--- src/rtl/hpt_pkg.sv ---
package hpt_pkg;

  typedef enum logic [2:0] {
    ST_IDLE,
    ST_START,
    ST_SCAN,
    ST_WORD1,
    ST_CHECK,
    ST_SETC,
    ST_FIN
  } walk_st_t;

  typedef struct packed {
    logic r;
    logic w;
  } rw_t;

  // key/code to read-write rights
  function automatic rw_t pp_decode(input logic key, input logic [1:0] pp);
    rw_t o;
    o.r = !(key && (pp == 2'd0));
    o.w = key ? (pp == 2'd2) : (pp != 2'd3);
    return o;
  endfunction

endpackage

--- src/rtl/hpt_hash.sv ---
module hpt_hash #(
  parameter int AW        = 32,
  parameter int VSID_W    = 24,
  parameter int PG_W      = 16,
  parameter int API_W     = 6,
  parameter int GRP_SHIFT = 6
) (
  input  logic [VSID_W-1:0]       vsid,
  input  logic [PG_W-1:0]         pgidx,
  input  logic [AW-1:0]           base,
  input  logic [AW-1:0]           mask,
  output logic [AW-1:0]           grp_pri,
  output logic [AW-1:0]           grp_sec,
  output logic [VSID_W+API_W-1:0] tag
);
  logic [VSID_W-1:0] h_small;
  logic [AW-1:0]     h;

  assign h_small = vsid ^ VSID_W'(pgidx);
  assign h       = AW'(h_small);
  assign grp_pri = base + ((h << GRP_SHIFT) & mask);
  assign grp_sec = base + (((~h) << GRP_SHIFT) & mask);
  assign tag     = {vsid, pgidx[PG_W-1 -: API_W]};
endmodule

--- src/rtl/hpt_prot.sv ---
module hpt_prot
  import hpt_pkg::*;
(
  input  logic [1:0] pp,
  input  logic       key,
  input  logic       nx,
  output logic       pr,
  output logic       pw,
  output logic       px
);
  rw_t d;
  always_comb d = pp_decode(key, pp);
  assign pr = d.r;
  assign pw = d.w;
  assign px = d.r && !nx;

  always_comb begin
    // execute never granted without read
    a_r7_exec_needs_read: assert (!px || pr) else $error("exec without read");
    // key 1 with code 0 grants nothing
    a_r6_key1_code0_none: assert (!(key && pp == 2'd0) || (!pr && !pw))
      else $error("key1 code0 grants access");
  end
endmodule

--- src/rtl/hpt_walker.sv ---
module hpt_walker
  import hpt_pkg::*;
#(
  parameter int SLOTS = 8
) (
  input  logic        clk,
  input  logic        rst,
  input  logic        req_valid,
  input  logic [23:0] req_vsid,
  input  logic        key_sup,
  input  logic        key_user,
  input  logic        seg_nx,
  input  logic [27:0] req_ea,
  input  logic        req_user,
  input  logic        req_store,
  input  logic        req_fetch,
  input  logic [31:0] tbl_base,
  input  logic [31:0] tbl_mask,
  output logic        mem_rd_req,
  output logic [31:0] mem_rd_addr,
  input  logic        mem_rd_valid,
  input  logic [31:0] mem_rd_data,
  output logic        mem_wr_en,
  output logic [31:0] mem_wr_addr,
  output logic [7:0]  mem_wr_data,
  output logic        busy,
  output logic        done,
  output logic        hit,
  output logic        miss,
  output logic        fault,
  output logic [31:0] res_pa,
  output logic        res_r,
  output logic        res_w,
  output logic        res_x
);
  localparam int IDX_W     = $clog2(SLOTS);
  localparam int ENT_BYTES = 8;
  localparam int GRP_SHIFT = $clog2(SLOTS * ENT_BYTES);
  localparam logic [IDX_W-1:0] LAST = IDX_W'(SLOTS - 1);

  walk_st_t     st;
  logic [23:0]  vsid_q;
  logic [15:0]  pg_q;
  logic [11:0]  off_q;
  logic         ks_q, kp_q, nx_q, user_q, store_q, fetch_q;
  logic         pass_q;
  logic [IDX_W-1:0] idx_q;
  logic [31:0]  ent_q;
  logic [31:0]  w1_q;

  logic [31:0]  grp_pri, grp_sec;
  logic [29:0]  tag;
  logic         pr, pw, px, key, allow, match;

  hpt_hash #(.AW(32), .VSID_W(24), .PG_W(16), .API_W(6), .GRP_SHIFT(GRP_SHIFT)) u_hash (
    .vsid(vsid_q), .pgidx(pg_q), .base(tbl_base), .mask(tbl_mask),
    .grp_pri(grp_pri), .grp_sec(grp_sec), .tag(tag)
  );

  assign key = user_q ? kp_q : ks_q;

  hpt_prot u_prot (.pp(w1_q[1:0]), .key(key), .nx(nx_q), .pr(pr), .pw(pw), .px(px));

  assign allow = fetch_q ? px : (store_q ? pw : pr);
  assign match = mem_rd_data[31] && (mem_rd_data[6] == pass_q) &&
                 ({mem_rd_data[30:7], mem_rd_data[5:0]} == tag);
  assign busy  = (st != ST_IDLE);

  always_ff @(posedge clk) begin
    if (rst) begin
      st <= ST_IDLE;
      vsid_q <= '0; pg_q <= '0; off_q <= '0;
      ks_q <= 1'b0; kp_q <= 1'b0; nx_q <= 1'b0;
      user_q <= 1'b0; store_q <= 1'b0; fetch_q <= 1'b0;
      pass_q <= 1'b0; idx_q <= '0; ent_q <= '0; w1_q <= '0;
      mem_rd_req <= 1'b0; mem_rd_addr <= '0;
      mem_wr_en <= 1'b0; mem_wr_addr <= '0; mem_wr_data <= '0;
      done <= 1'b0; hit <= 1'b0; miss <= 1'b0; fault <= 1'b0;
      res_pa <= '0; res_r <= 1'b0; res_w <= 1'b0; res_x <= 1'b0;
    end else begin
      done       <= 1'b0;
      mem_rd_req <= 1'b0;
      mem_wr_en  <= 1'b0;
      case (st)
        ST_IDLE: if (req_valid) begin
          vsid_q <= req_vsid; pg_q <= req_ea[27:12]; off_q <= req_ea[11:0];
          ks_q <= key_sup; kp_q <= key_user; nx_q <= seg_nx;
          user_q <= req_user; store_q <= req_store; fetch_q <= req_fetch;
          st <= ST_START;
        end
        ST_START: begin
          pass_q <= 1'b0; idx_q <= '0;
          ent_q <= grp_pri;
          mem_rd_req <= 1'b1; mem_rd_addr <= grp_pri;
          st <= ST_SCAN;
        end
        ST_SCAN: if (mem_rd_valid) begin
          if (match) begin
            mem_rd_req <= 1'b1; mem_rd_addr <= ent_q + 32'd4;
            st <= ST_WORD1;
          end else if (idx_q != LAST) begin
            idx_q <= idx_q + 1'b1;
            ent_q <= ent_q + 32'(ENT_BYTES);
            mem_rd_req <= 1'b1; mem_rd_addr <= ent_q + 32'(ENT_BYTES);
          end else if (!pass_q) begin
            pass_q <= 1'b1; idx_q <= '0;
            ent_q <= grp_sec;
            mem_rd_req <= 1'b1; mem_rd_addr <= grp_sec;
          end else begin
            done <= 1'b1; hit <= 1'b0; miss <= 1'b1; fault <= 1'b0;
            st <= ST_IDLE;
          end
        end
        ST_WORD1: if (mem_rd_valid) begin
          w1_q <= mem_rd_data;
          st <= ST_CHECK;
        end
        ST_CHECK: begin
          if (!allow) begin
            done <= 1'b1; hit <= 1'b0; miss <= 1'b0; fault <= 1'b1;
            res_pa <= {w1_q[31:12], off_q};
            res_r <= pr; res_w <= pw; res_x <= px;
            st <= ST_IDLE;
          end else begin
            if (!w1_q[8]) begin
              mem_wr_en <= 1'b1; mem_wr_addr <= ent_q + 32'd6;
              mem_wr_data <= w1_q[15:8] | 8'h01;
            end
            st <= ST_SETC;
          end
        end
        ST_SETC: begin
          if (!w1_q[7] && store_q) begin
            mem_wr_en <= 1'b1; mem_wr_addr <= ent_q + 32'd7;
            mem_wr_data <= w1_q[7:0] | 8'h80;
          end
          st <= ST_FIN;
        end
        ST_FIN: begin
          done <= 1'b1; hit <= 1'b1; miss <= 1'b0; fault <= 1'b0;
          res_pa <= {w1_q[31:12], off_q};
          res_r <= pr; res_x <= px;
          res_w <= pw && (w1_q[7] || store_q);
          st <= ST_IDLE;
        end
        default: st <= ST_IDLE;
      endcase
    end
  end

  // single-cycle result pulse with one outcome
  a_r1_done_pulse: assert property (@(posedge clk) disable iff (rst) done |=> !done);
  a_r1_one_outcome: assert property (@(posedge clk) disable iff (rst)
    done |-> $countones({hit, miss, fault}) == 1);
  // a word-1 read only follows returned word-0 data
  a_r5_word_order: assert property (@(posedge clk) disable iff (rst)
    (mem_rd_req && mem_rd_addr[2]) |-> $past(mem_rd_valid));
  // a fault leaves memory untouched
  a_r8_no_wb_on_fault: assert property (@(posedge clk) disable iff (rst)
    (done && fault) |-> !$past(mem_wr_en));
  // a miss leaves memory untouched
  a_r12_no_wb_on_miss: assert property (@(posedge clk) disable iff (rst)
    (done && miss) |-> !$past(mem_wr_en));
  // page offset passes through
  a_r11_page_offset: assert property (@(posedge clk) disable iff (rst)
    (done && hit) |-> res_pa[11:0] == off_q);
endmodule

--- config.mk ---
export PLATFORM = sky130hd
export DESIGN_NAME = hpt_walker
export DESIGN_NICKNAME = d
export VERILOG_FILES = /design/src/rtl/hpt_pkg.sv /design/src/rtl/hpt_hash.sv /design/src/rtl/hpt_prot.sv /design/src/rtl/hpt_walker.sv
export SDC_FILE = /design/constraint.sdc
export NUM_CORES = 1
export LEC_CHECK = 0
export BUFFER_PORTS_ARGS = -buffer_cell sky130_fd_sc_hd__buf_2
export CELL_PAD_IN_SITES_DETAIL_PLACEMENT = 0
export CELL_PAD_IN_SITES_GLOBAL_PLACEMENT = 1
export CORE_MARGIN = 5
export CORE_UTILIZATION = 30
export CTS_BUF_LIST = sky130_fd_sc_hd__clkbuf_4 sky130_fd_sc_hd__clkbuf_8
export DETAILED_ROUTE_END_ITERATION = 6
export PLACE_DENSITY = 0.7
export REMOVE_ABC_BUFFERS = 1
export SYNTH_ARGS = -nofsm -noshare
export SYNTH_HDL_FRONTEND = slang
export SYNTH_SLANG_ARGS = --single-unit
--- constraint.sdc ---
create_clock -name clk -period 3.64 [get_ports clk]
set_clock_uncertainty 0.1 [all_clocks]
set_input_delay 0.728 -clock clk [delete_from_list [all_inputs] [get_ports clk]]
set_output_delay 0.728 -clock clk [all_outputs]
set_load 0.1 [all_outputs]
; ---- Word level (Yosys, flattened, before mapping)
; Cells that the tools add are included.
[word_totals]
register_bits = 242
input_bits = 158
output_inout_bits = 114
wordCells = 162
[classes]
addsub = 7
eq_ne = 25
mux = 73
bitwise = 4
n_reduce_logical = 26
[op_table]
columns = op, count
row1 = $mux W32, 10
row2 = $pmux W32 S2, 4
row3 = $add A32 B3 Y32 const B, 3
row4 = $add A32 B32 Y32, 2
row5 = $mux W3, 11
row6 = $add A32 B4 Y32 const B, 1
row7 = $and A30 B32 Y32, 1
row8 = $and A32 B32 Y32, 1
row9 = $mux W1, 32
row10 = $eq A30 B30 Y1, 1
row11 = $not A24 Y26, 1
row12 = $mux W8, 3
row13 = $xor A24 B16 Y24, 1
row14 = $ne A2 B2 Y1 const B, 11
row15 = $pmux W3 S6, 1
row16 = $pmux W8 S2, 1
row17 = $ne A3 B3 Y1 const B, 4
row18 = $pmux W1 S2, 6
row19 = $pmux W1 S3, 4
row20 = $reduce_and A4 Y1, 3
row21 = $eq A3 B3 Y1 const B, 3
row22 = $eq A3 B2 Y1 const B, 2
row23 = $logic_and A1 B1 Y1, 6
row24 = $pmux W3 S2, 1
row25 = 15 further kinds, 22

; ---- Depth between registers and ports, before layout
; Gate-level depths: netlist (run 1).
[depth]
depth_word = 9
mapped_depth = 13
ltp_nobuf = 13

; ---- Hierarchy
; Synthesis (run 1) repeated with hierarchy kept, for this count alone.
[hier_totals]
hier_cells = 2059
area_unflattened_um2 = 15767.6
[modules_own_cells]
columns = mod, n_inst, cells_per_inst, area_per_inst_um2, seq_area_each_um2
row1 = hpt_walker, 1, 1567, 12354.3, 4844.6
row2 = hpt_hash, 1, 488, 3384.5, 0.0
row3 = hpt_prot, 1, 4, 28.8, 0.0

; ---- Worst setup path after synthesis (run 1)
; Ideal clock, no wire load.
[synth_timing]
kind = input-to-reg
start = input tbl_mask[8]
end = register mem_rd_addr[31]
setup_time_ps = 80
arrival_ps = 3189
setup_slack_ps = 271
stages = 11
path_buffers = 0
path_cell_list = and2_1 ha_1 o21ai_0 o21ai_1 a21oi_2 o221ai_2 a41oi_1 nor4b_1 or4_4 a22o_1 a211oi_2
[synth_via]
elab_chain_cells = 7
[synth_rtl]
columns = item, line_no
row1 = from (decl), hpt_walker.sv:18  ; input logic [31:0] tbl_mask,
row2 = $and A32 B32 Y32, hpt_hash.sv:22  ; assign grp_sec = base + (((~h) << GRP_SHIFT) & mask);
row3 = $add A32 B32 Y32, hpt_hash.sv:22
row4 = $mux W32, hpt_walker.sv:105  ; end else if (!pass_q) begin
row5 = $mux W32, hpt_walker.sv:101  ; end else if (idx_q != LAST) begin
row6 = $mux W32, hpt_walker.sv:98  ; if (match) begin
row7 = $mux W32, hpt_walker.sv:97  ; ST_SCAN: if (mem_rd_valid) begin
row8 = $pmux W32 S2 (*), hpt_walker.sv:84  ; case (st)
row9 = to (signal assigned), hpt_walker.sv:99  ; mem_rd_req <= 1'b1; mem_rd_addr <= ent_q + 32'd4;
row10 = to (signal assigned), hpt_walker.sv:104  ; mem_rd_req <= 1'b1; mem_rd_addr <= ent_q + 32'(ENT_BYTES);
row11 = to (signal assigned), hpt_walker.sv:108  ; mem_rd_req <= 1'b1; mem_rd_addr <= grp_sec;
row12 = to (decl), hpt_walker.sv:20  ; output logic [31:0] mem_rd_addr,
; Every way passes the cells marked *; elsewhere a longest branch is shown, timed or not. The select of a mux whose other input is x is not followed.
; A chain may end at the register's enable or synchronous reset.

; ---- Worst setup path after layout (run 1)
[layout_timing]
start = register vsid_q[0]
end = register mem_rd_addr[25]
[layout_via]
elab_chain_cells = 9
[layout_rtl]
columns = item, line_no
row1 = from (decl), hpt_walker.sv:42  ; logic [23:0] vsid_q;
row2 = from (signal assigned), hpt_walker.sv:86  ; vsid_q <= req_vsid; pg_q <= req_ea[27:12]; off_q <= req_ea[11:0];
row3 = $xor A24 B16 Y24, hpt_hash.sv:19  ; assign h_small = vsid ^ VSID_W'(pgidx);
row4 = $not A24 Y26, hpt_hash.sv:22
row5 = $and A32 B32 Y32, hpt_hash.sv:22
row6 = $add A32 B32 Y32, hpt_hash.sv:22
row7 = $mux W32, hpt_walker.sv:105
row8 = $mux W32, hpt_walker.sv:101
row9 = $mux W32, hpt_walker.sv:98
row10 = $mux W32, hpt_walker.sv:97
row11 = $pmux W32 S2, hpt_walker.sv:84
; Parallel ways exist; a longest one is shown, timed or not. The select of a mux whose other input is x is not followed.

==> run metrics, run 1 <==
RSZ-0062 raised after global routing=no; final non-filler cell area=18000 sq um; ys async rst share=0%; hpwl dp=42200 um; Syn Inst Count=1914; Ys Warns=0; initial antenna violation count=21; final setup vio count=0; post-synthesis sequential area ratio=33.3%; setup TNS=0 ps; Lkg Pwr=7.39 nW; first-pass GRT wire length=82900 um; multi-input combinational cell area=8990 sq um; met3 Use GR=5.38%; hold slack=224 ps; Worst path slowest cell=or4_1; total grt overflow=0; Design Power=11.6 mW; Final Cycle Share=96.1%; count of cell types in the netlist=83; GRT Total Usage=19.8%; vias in the first global route=14100; Avg Cell Area, Syn=7.61 sq um; area leader, netlist=dfxtp_1; Crit path largest cell delay=570 ps; relative slew slack=37.3%; Root Buffer=clkbuf_8; clk slew on worst S/H paths=60 ps; GRT met1 Usage=25.1%; area grow syn2layout=23.7%; Min Clock Period, post-route=3500 ps; Setup CP Type=reg -> reg; largest cells by area after synthesis=dfxtp_1, nand2_1, a21oi_1; initial core utilization=30.4%; met2 usage=33.2%; Die W=230 um; Max Cap Viol=0; final RePlAce weighted congestion=0.932; clock latency on the worst-skew pair=640 ps; crit start category=register; total iterations of the first detailed-routing run=5; # hold bufs at CTS=0; crit path DAT=3910 ps; Hold Fails Final Rpt=0; final slew viol count=0; DRC Markers=0; pwr dens=643 nW/um^2; Clock Path Buffers=3; #FFs+latches synth=242; PostCTS Resize Cnt=0; Area after DPL=17000 sq um; maximum clock frequency=286 MHz; H-tree levels=2; Die Height=230 um; row count=80; total CTS buffers=46; total wire length=54900 um; status=finished, final reports clean; port buffer count=265; violation count after the first detailed-route iteration=884; Slew @ Worst Pin=938 ps; Sequential Area=4840 sq um; CTS tree=yes; kind of end point of the critical path=register; Worst VDD drop=0.000307 V; pin count of the biggest net entering global routing=94; worst path cell trace=xor2_1 > buf_4 > and2_1 > ha_1 > buf_4 > a211oi_1 > o21a_1 > or4_1 > a21oi_2 > a21oi_1 > xnor2_1 > buf_4 > a221o_1 > a21oi_1 > nor4_1; core area=47800 sq um; Crit path top cell by count=buf_4; die area=53000 sq um; synthesized cell area=14600 sq um; DR vias/cell=5.00; # clock sinks=242; Worst Path Required=4050 ps; setup bufs post-CTS=0; I/O pin cnt=272; Final ANT Viol Nets=0; area share of the leading cell type in the synthesized netlist=33.3%; GR peak layer=met2; nets=2432; Post-synth EDFFs=0; Main synth FF type=dfxtp_1; Critical Path Fanout Max=3; routed length per placed instance=19.1 um; class of the worst hold path=in -> reg; vias post-DR=14400; fillers=5084; layout cells sized above 1=22.5%
logic make-up (layout without fill, tap and decap cells):
| logic type | count (synthesis) | count (layout) | share of synthesized area, % |
|---|---|---|---|
| other | 0 | 10 | 0 |
| AO/OA/AOI/OAI | 466 | 466 | 20.0 |
| flip-flops | 242 | 242 | 33.3 |
| multiplexers | 15 | 15 | 1.03 |
| buffers and inverters | 154 | 487 | 5.29 |
| XOR/XNOR | 168 | 168 | 10.2 |
| adder cells (fa/ha/maj) | 59 | 59 | 5.17 |
| AND/OR/NAND/NOR | 810 | 810 | 25.1 |
cell usage after synthesis, drive strengths merged, types with 8 or more instances:
library cell,count
nand2,375
dfxtp,242
a21oi,214
nor2,196
clkbuf,114
xnor2,90
xor2,78
o21ai,63
ha,57
a211oi,54
nand3,37
nor3,36
and2,34
nor2b,32
a311oi,28
inv,22
a21o,21
nand4,20
and3,18
buf,18
mux2i,15
nor4,15
a22oi,10
o211ai,10
or3,10
nand2b,9
a31oi,8
o21a,8
o221ai,8
flip-flops by register name, summed over array words and instances (netlist names), 12 cells and up:
register and flops:
ent_q 32, mem_rd_addr 32, mem_wr_addr 32, off_q 12
pg_q 16, res_pa 32, vsid_q 24, w1_q 32
layout make-up:
| type | count | area share [%] |
|---|---|---|
| Timing Repair Buffer | 385 | 12.9 |
| Antenna cell | 10 | 0.139 |
| Clock inverter | 8 | 0.327 |
| Inverter | 22 | 0.459 |
| Sequential cell | 242 | 26.9 |
| Tap cell | 615 | 4.27 |
| Multi-Input combinational cell | 1518 | 49.9 |
| Clock buffer | 72 | 5.12 |
cells in the final DEF (no fill, tap or decap), types with 6 or more instances in the layout:
cell type  netlist  layout
nand2_1        373     372
buf_2            6     264
dfxtp_1        242     242
a21oi_1        212     209
nor2_1         196     196
buf_4            1     113
xnor2_1         89      89
xor2_1          78      78
o21ai_0         61      61
clkbuf_8        13      61
ha_1            57      57
a211oi_1        52      50
nor3_1          36      36
nand3_1         36      36
nor2b_1         32      32
and2_1          33      32
a311oi_1        28      28
inv_1           22      22
a21o_1          20      20
nand4_1         19      19
mux2i_1         15      15
nor4_1          14      14
and3_1          14      14
clkbuf_4         1      11
diode_2          0      10
o211ai_1        10      10
a22oi_1         10      10
or3_1            9       9
nand2b_1         9       9
o21a_1           8       8
a31oi_1          8       8
o221ai_1         7       7
buf_12           1       7
o21bai_1         6       6
a221oi_1         6       6
power breakdown:
part / internal [mW] / switching, mW
combinational: 1.65 / 3.50
sequential: 3.07 / 0.502
clock: 1.61 / 1.25
total: 6.34 / 5.25
final timing paths:
check                             startpoint         endpoint  slack (ps)  cells after the start
worst min register to register      w1_q[12]       res_pa[12]         350                      2
worst min-delay path            req_vsid[21]       vsid_q[21]         220                      3
worst max-delay path               vsid_q[0]  mem_rd_addr[25]         140                     15
worst max register to register     vsid_q[0]  mem_rd_addr[25]         140                     15
per-layer routing:
layer,part of all wire [%],up-vias
li1,-,7263
met1,44,6596
met2,47,376
met3,6.5,107
met4,2.5,20
met5,0.22,-
per-stage QoR:
step | utilization [%] | worst slack (ps) | cells
2_1_floorplan | - | -1090 | 1782
3_3_place_gp | 35.5 | -109 | 2782
3_5_place_dp | 35.5 | -151 | 2782
4_1_cts | 37.5 | 119 | 2862
5_1_grt | 37.6 | 7.85 | 2867
6_report | 37.6 | 144 | 2872
critical path: cells and delay by family, from the launching register on:
family	cells	cell delay (ps)
AOI/OAI and AO/OA	6	1230
xor gates and xnor gates	2	320
adders and majority gates	1	170
buffers and inverters	3	440
DFF	1	340
and+or+nand+nor	3	790
Power figures use the tool's default switching activity.
==> run 2, diff against run 1 <==
--- a/config.mk
+++ b/config.mk
@@ -13,7 +13,6 @@
 export CTS_BUF_LIST = sky130_fd_sc_hd__clkbuf_4 sky130_fd_sc_hd__clkbuf_8
 export DETAILED_ROUTE_END_ITERATION = 6
 export PLACE_DENSITY = 0.7
-export REMOVE_ABC_BUFFERS = 1
 export SYNTH_ARGS = -nofsm -noshare
 export SYNTH_HDL_FRONTEND = slang
 export SYNTH_SLANG_ARGS = --single-unit
==> run 2 against run 1 <==
Core utilization is 0.29 points higher; maximum frequency is 0.65% higher; power is 1.0% higher; sequential share of layout area is 0.20 points lower; global-route usage is 0.43 points higher.
==> run metrics, run 2 (synthesized netlist as in run 1, its figures left out) <==
status=finished, final reports clean; Final ANT Viol Nets=0 (unchanged); Net Sw Power=5.33 mW (+1.6%); Critical Path Start=pg_q[14]; CTS tree=yes; Max Cap Viol=0 (unchanged); final setup vio count=0 (unchanged); Critical Path Fanout Max=4 (+1); core area=47800 sq um (unchanged); GRT Total Usage=20.2% (+0.43 points); relative slew slack=52.0% (+15 points); initial core utilization=30.4% (unchanged); DR vias/cell=5.06 (+1.1%); Root Buffer=clkbuf_8; Synth Net Count=2131; RSZ-0062 raised after global routing=no; vias in the first global route=14200 (+0.79%); vias post-DR=14600 (+1.7%); commonest cells after routing, fill and taps aside=nand2_1, buf_2, dfxtp_1, a21oi_1, nor2_1; row count=80 (unchanged); total CTS buffers=46 (unchanged); pre-CTS setup slack=-151 ps (+0.322 ps); area grow syn2layout=24.7%; # hold bufs at CTS=0 (unchanged); I/O pin cnt=272 (unchanged); Area after DPL=17100 sq um (+0.63%); Seq pwr share=30.4% (-0.4 points); final non-filler cell area=18100 sq um (+0.76%); layout cells sized above 1=23.2% (+0.75 points); DRC Markers=0 (unchanged); Worst VDD drop=0.000308 V (+0.58%); clock share of power=24.4% (-0.4 points); pwr dens=645 nW/um^2 (+0.27%); Clock Path Buffers=3 (unchanged); die area=53000 sq um (unchanged); setup TNS=0 ps (unchanged); worst path cell trace=xnor2_1 > and2_1 > ha_1 > a21oi_1 > o21ai_0 > a211oi_1 > o21bai_1 > a41oi_2 > nor4b_1 > or4_4 > a22o_1 > a211oi_2; Setup CP Type=reg -> reg; R2R Path Start=pg_q[14]; crit path DAT=3930 ps (+20 ps); Worst Path Required=4090 ps (+40 ps); Die W=230 um (unchanged); total iterations of the first detailed-routing run=5 (unchanged); crit start category=register; kind of end point of the critical path=register; Hold Fails Final Rpt=0 (unchanged); clk slew on worst S/H paths=60 ps (about the same); total wire length=56100 um (+2.2%); sw frac=45.6% (+0.23 points); Internal=6.37 mW (+0.60%); # clock sinks=242 (unchanged); Lkg Pwr=7.47 nW (+1.1%); first-pass GRT wire length=84500 um (+1.9%); Min Clock Period, post-route=3470 ps (-22.5 ps); total grt overflow=0 (unchanged); logic gate share of total power=45.2% (+0.8 points); port buffer count=265 (unchanged); nets=2448 (+0.66%); maximum clock frequency=288 MHz (+0.65%); Finished Core Util=37.9% (+0.29 points); Worst path slowest cell=or4_4; violation count after the first detailed-route iteration=891 (+0.79%); Crit path largest cell delay=530 ps (-40 ps); Slew @ Worst Pin=712 ps (-225 ps); H-tree levels=2 (unchanged); hold path start=req_vsid[23]; Layout Cells excl Fill=2888 (+0.56%); final slew viol count=0 (unchanged); commonest non-fill, non-tap cell in the layout=nand2_1; final RePlAce weighted congestion=0.898 (-3.6%); Final Worst Setup Slack=166 ps (+22.5 ps); pin count of the biggest net entering global routing=77 (-18%); class of the worst hold path=in -> reg; hpwl dp=43900 um (+4.1%); routed length per placed instance=19.4 um (+1.6%); Die Height=230 um (unchanged); Final Cycle Share=95.4% (-0.62 points); DP Cell Count=2798 (+0.58%); clock latency on the worst-skew pair=640 ps (about the same); initial antenna violation count=19 (-9.5%)
[run 2: changes by cell type in the layout (fill, tap and decap cells not counted), sizes merged]
cell and delta:
clkinvlp +2, clkinv +2, inv -1, clkbuf -1
buf +16, diode -2
[run 2: stage by stage]
stage,hold WS [ps],power (mW)
after CTS,175,11.8
after global routing,184,12.4
after global placement,340,8.84
after floorplan,332,7.31
final,226,11.7
after detailed placement,342,8.90
[run 2: what timing repair did]
action,4_1_cts,5_1_grt
endpoints found under the setup margin,0,11
setup buffers,0,0
endpoints found under the hold margin,0,0
gates resized for setup,0,10
[run 2: final timing paths]
check                     to  slack, ps  depth (start not counted)
min               vsid_q[23]        230                          3
max          mem_rd_addr[31]        170                         12
min reg2reg  mem_rd_addr[19]        350                          2
max reg2reg  mem_rd_addr[31]        170                         12
[run 2: layout make-up]
class	instances	area, sq um
well taps	615	769
inverters	22	82.6
diodes	8	20.0
repair buffers	401	2430
fillers	5125	29700
flip-flops and latches	242	4840
clock buffers	71	896
clock inverters	11	91.3
multi-input cells	1518	9010
[run 2: power groups by stage]
stage                     registers [mW]  clock network [mW]  logic (mW)
final                               3.56                2.85        5.30
after global routing                3.61                3.05        5.73
after CTS                           3.55                2.94        5.31
after detailed placement            3.61                   0        5.29
after global placement              3.59                   0        5.25
after floorplan                     4.45                   0        2.86
[run 2: worst max-delay path, delay by kind of cell (launching register included)]
kind | cells | cell delay (ps)
DFF | 1 | 370
xor gates and xnor gates | 1 | 400
AOI/OAI and AO/OA | 7 | 1460
adders and majority gates | 1 | 270
and+or+nand+nor | 3 | 830
[run 2: per-layer routing]
layer  track usage (%)  vias up  share of wire (%)
li1                  -     7280                  -
met1              26.7     6754                 45
met2              32.6      444                 45
met3              5.33      103                7.2
met4              6.09       22                2.6
met5                 0        -               0.25
==> run 3, diff against run 2 <==
--- a/config.mk
+++ b/config.mk
@@ -13,6 +13,7 @@
 export CTS_BUF_LIST = sky130_fd_sc_hd__clkbuf_4 sky130_fd_sc_hd__clkbuf_8
 export DETAILED_ROUTE_END_ITERATION = 6
 export PLACE_DENSITY = 0.7
+export SETUP_SLACK_MARGIN = 0.4
 export SYNTH_ARGS = -nofsm -noshare
 export SYNTH_HDL_FRONTEND = slang
 export SYNTH_SLANG_ARGS = --single-unit
==> run 3 against run 2 <==
Critical path depth up 2; worst hold slack better by 21 ps; core utilization up 1.0 points; final area up 2.8%; die area unchanged; wire length up 2.0%; register-to-register slack better by 210 ps; maximum frequency up 6.5%; first-iteration DRC count down 17%; non-clock buffer count down 6; flip-flop and latch count unchanged; highest routed layer unchanged.
==> run metrics, run 3 (synthesized netlist as in run 1, its figures left out) <==
status=finished, final reports clean; Slew @ Worst Pin=846 ps (+134 ps); total iterations of the first detailed-routing run=5 (unchanged); # clock sinks=242 (unchanged); Setup CP Type=reg -> reg; H-tree levels=2 (unchanged); Final ANT Viol Nets=0 (unchanged); hold slack=247 ps (+21.3 ps); Clock Path Buffers=3 (unchanged); Critical Path Fanout Max=3 (-1); pre-CTS setup slack=-96.7 ps (+53.9 ps); multi-input combinational cell area=9540 sq um (+5.9%); total CTS buffers=47 (+2.2%); Min Clock Period, post-route=3260 ps (-213 ps); Net Sw Power=5.45 mW (+2.1%); initial antenna violation count=23 (+4); sw frac=45.5% (-0.10 points); Crit path largest cell delay=540 ps (about the same); Seq pwr share=29.7% (-0.7 points); commonest non-fill, non-tap cell in the layout=nand2_1; nets=2443 (-0.20%); logic gate share of total power=46.6% (+1.4 points); class of the worst hold path=in -> reg; Sequential Area=4870 sq um (+0.62%); Internal=6.54 mW (+2.5%); hpwl dp=44200 um (+0.66%); area grow syn2layout=28.1%; core area=47800 sq um (unchanged); final slew viol count=0 (unchanged); GRT Total Usage=20.5% (+0.29 points); I/O pin cnt=272 (unchanged); commonest cells after routing, fill and taps aside=nand2_1, buf_2, dfxtp_1, a21oi_1, nor2_1; initial core utilization=30.4% (unchanged); crit start category=register; CTS tree=yes; Max Cap Viol=0 (unchanged); clk slew on worst S/H paths=60 ps (about the same); worst path cell trace=xnor2_4 > buf_4 > nor2b_2 > ha_2 > o21ai_2 > o21a_1 > or4_4 > a21oi_4 > a21oi_2 > xnor2_1 > buf_4 > a221o_1 > a21oi_2 > nor4_2; # hold bufs at CTS=0 (unchanged); relative slew slack=43.0% (-9.0 points); layout cells sized above 1=27.1% (+3.9 points); maximum clock frequency=307 MHz (+6.5%); final non-filler cell area=18600 sq um (+2.8%); Die W=230 um (unchanged); first-pass GRT wire length=85500 um (+1.2%); violation count after the first detailed-route iteration=741 (-17%); Worst path slowest cell=or4_4; pin count of the biggest net entering global routing=73 (-5.2%); Final Worst Setup Slack=379 ps (+213 ps); routed length per placed instance=19.9 um (+2.3%); pwr dens=643 nW/um^2 (-0.40%); fillers=5115 (-0.20%); Final Cycle Share=89.6% (-5.9 points); port buffer count=265 (unchanged); Design Power=12.0 mW (+2.3%); Worst VDD drop=0.000255 V (-17%); DRC Markers=0 (unchanged); Die Height=230 um (unchanged); final RePlAce weighted congestion=0.910 (+1.4%); total grt overflow=0 (unchanged); die area=53000 sq um (unchanged); Area after DPL=17000 sq um (-0.56%); kind of end point of the critical path=register; Hold Fails Final Rpt=0 (unchanged); Root Buffer=clkbuf_8; final setup vio count=0 (unchanged); RSZ-0062 raised after global routing=yes; vias post-DR=14700 (+0.41%); Layout Cells excl Fill=2882 (-0.21%); row count=80 (unchanged); vias in the first global route=14400 (+1.5%); crit path DAT=3610 ps (-320 ps); Synth Net Count=2131 (unchanged); clock share of power=23.7% (-0.7 points); Lkg Pwr=7.52 nW (+0.73%); Worst Path Required=3990 ps (-100 ps); clock latency on the worst-skew pair=610 ps (-30 ps); DR vias/cell=5.09 (+0.62%); total wire length=57300 um (+2.0%); DP Cell Count=2783 (-0.54%)
## run 3: cell types whose count changed in the layout (fill, tap and decap cells not counted), sizes merged
| cell | before | now |
|---|---|---|
| buf | 401 | 395 |
| clkbuf | 71 | 74 |
| clkinv | 6 | 4 |
| clkinvlp | 3 | 2 |
| diode | 8 | 9 |
| inv | 24 | 23 |
## run 3: power groups by stage
stage	Sequential, mW	Clock [mW]	Combinational, mW
2_1_floorplan	4.45	0	2.87
3_3_place_gp	3.57	0	5.26
3_5_place_dp	3.59	0	5.29
4_1_cts	3.54	2.92	5.40
5_1_grt	3.62	3.05	6.01
6_report	3.56	2.84	5.59
## run 3: stage by stage
| stage | setup TNS (ps) | utilization (%) |
|---|---|---|
| CTS | 0 | 38.0 |
| detailed placement | -364 | 35.5 |
| global route | 0 | 39.0 |
| global placement | -309 | 35.5 |
| finish | 0 | 39.0 |
| floorplan | 0 | - |
## run 3: repair_timing
item	CTS	global route
setup buffers	3	6
resized for setup	39	88
setup endpoints to repair	25	29
pin swaps	9	43
## run 3: path summary, 6_finish.rpt
check,from,to,slack (ps),cells past startpoint
worst max register to register,pg_q[2],mem_rd_addr[25],380,14
worst min-delay path,req_ea[19],pg_q[7],250,3
worst min register to register,mem_rd_addr[19],mem_rd_addr[19],350,2
worst max-delay path,pg_q[2],mem_rd_addr[25],380,14
## run 3: cell type report
type	instances	area share (%)
inverter	22	0.443
multi-input combinational	1518	51.2
clock inverter	7	0.235
timing repair buffer	395	12.8
tap	615	4.13
clock buffer	74	4.99
sequential	242	26.1
antenna	9	0.121
## run 3: critical path, delay by kind of cell (launching register included)
| family | cells | cell delay (ps) |
|---|---|---|
| AND/OR/NAND/NOR | 3 | 640 |
| XOR/XNOR | 2 | 350 |
| flip-flops | 1 | 360 |
| buffers and inverters | 2 | 300 |
| AO/OA/AOI/OAI | 6 | 1010 |
| adder cells (fa/ha/maj) | 1 | 340 |
## run 3: metal layers
metal  global-route usage, %  part of all wire [%]  up-vias
li1                        -                     -     7257
met1                    26.5                    44     6812
met2                    32.9                    45      438
met3                    5.98                   7.3      128
met4                    7.08                   3.2       28
met5                       0                  0.30        -
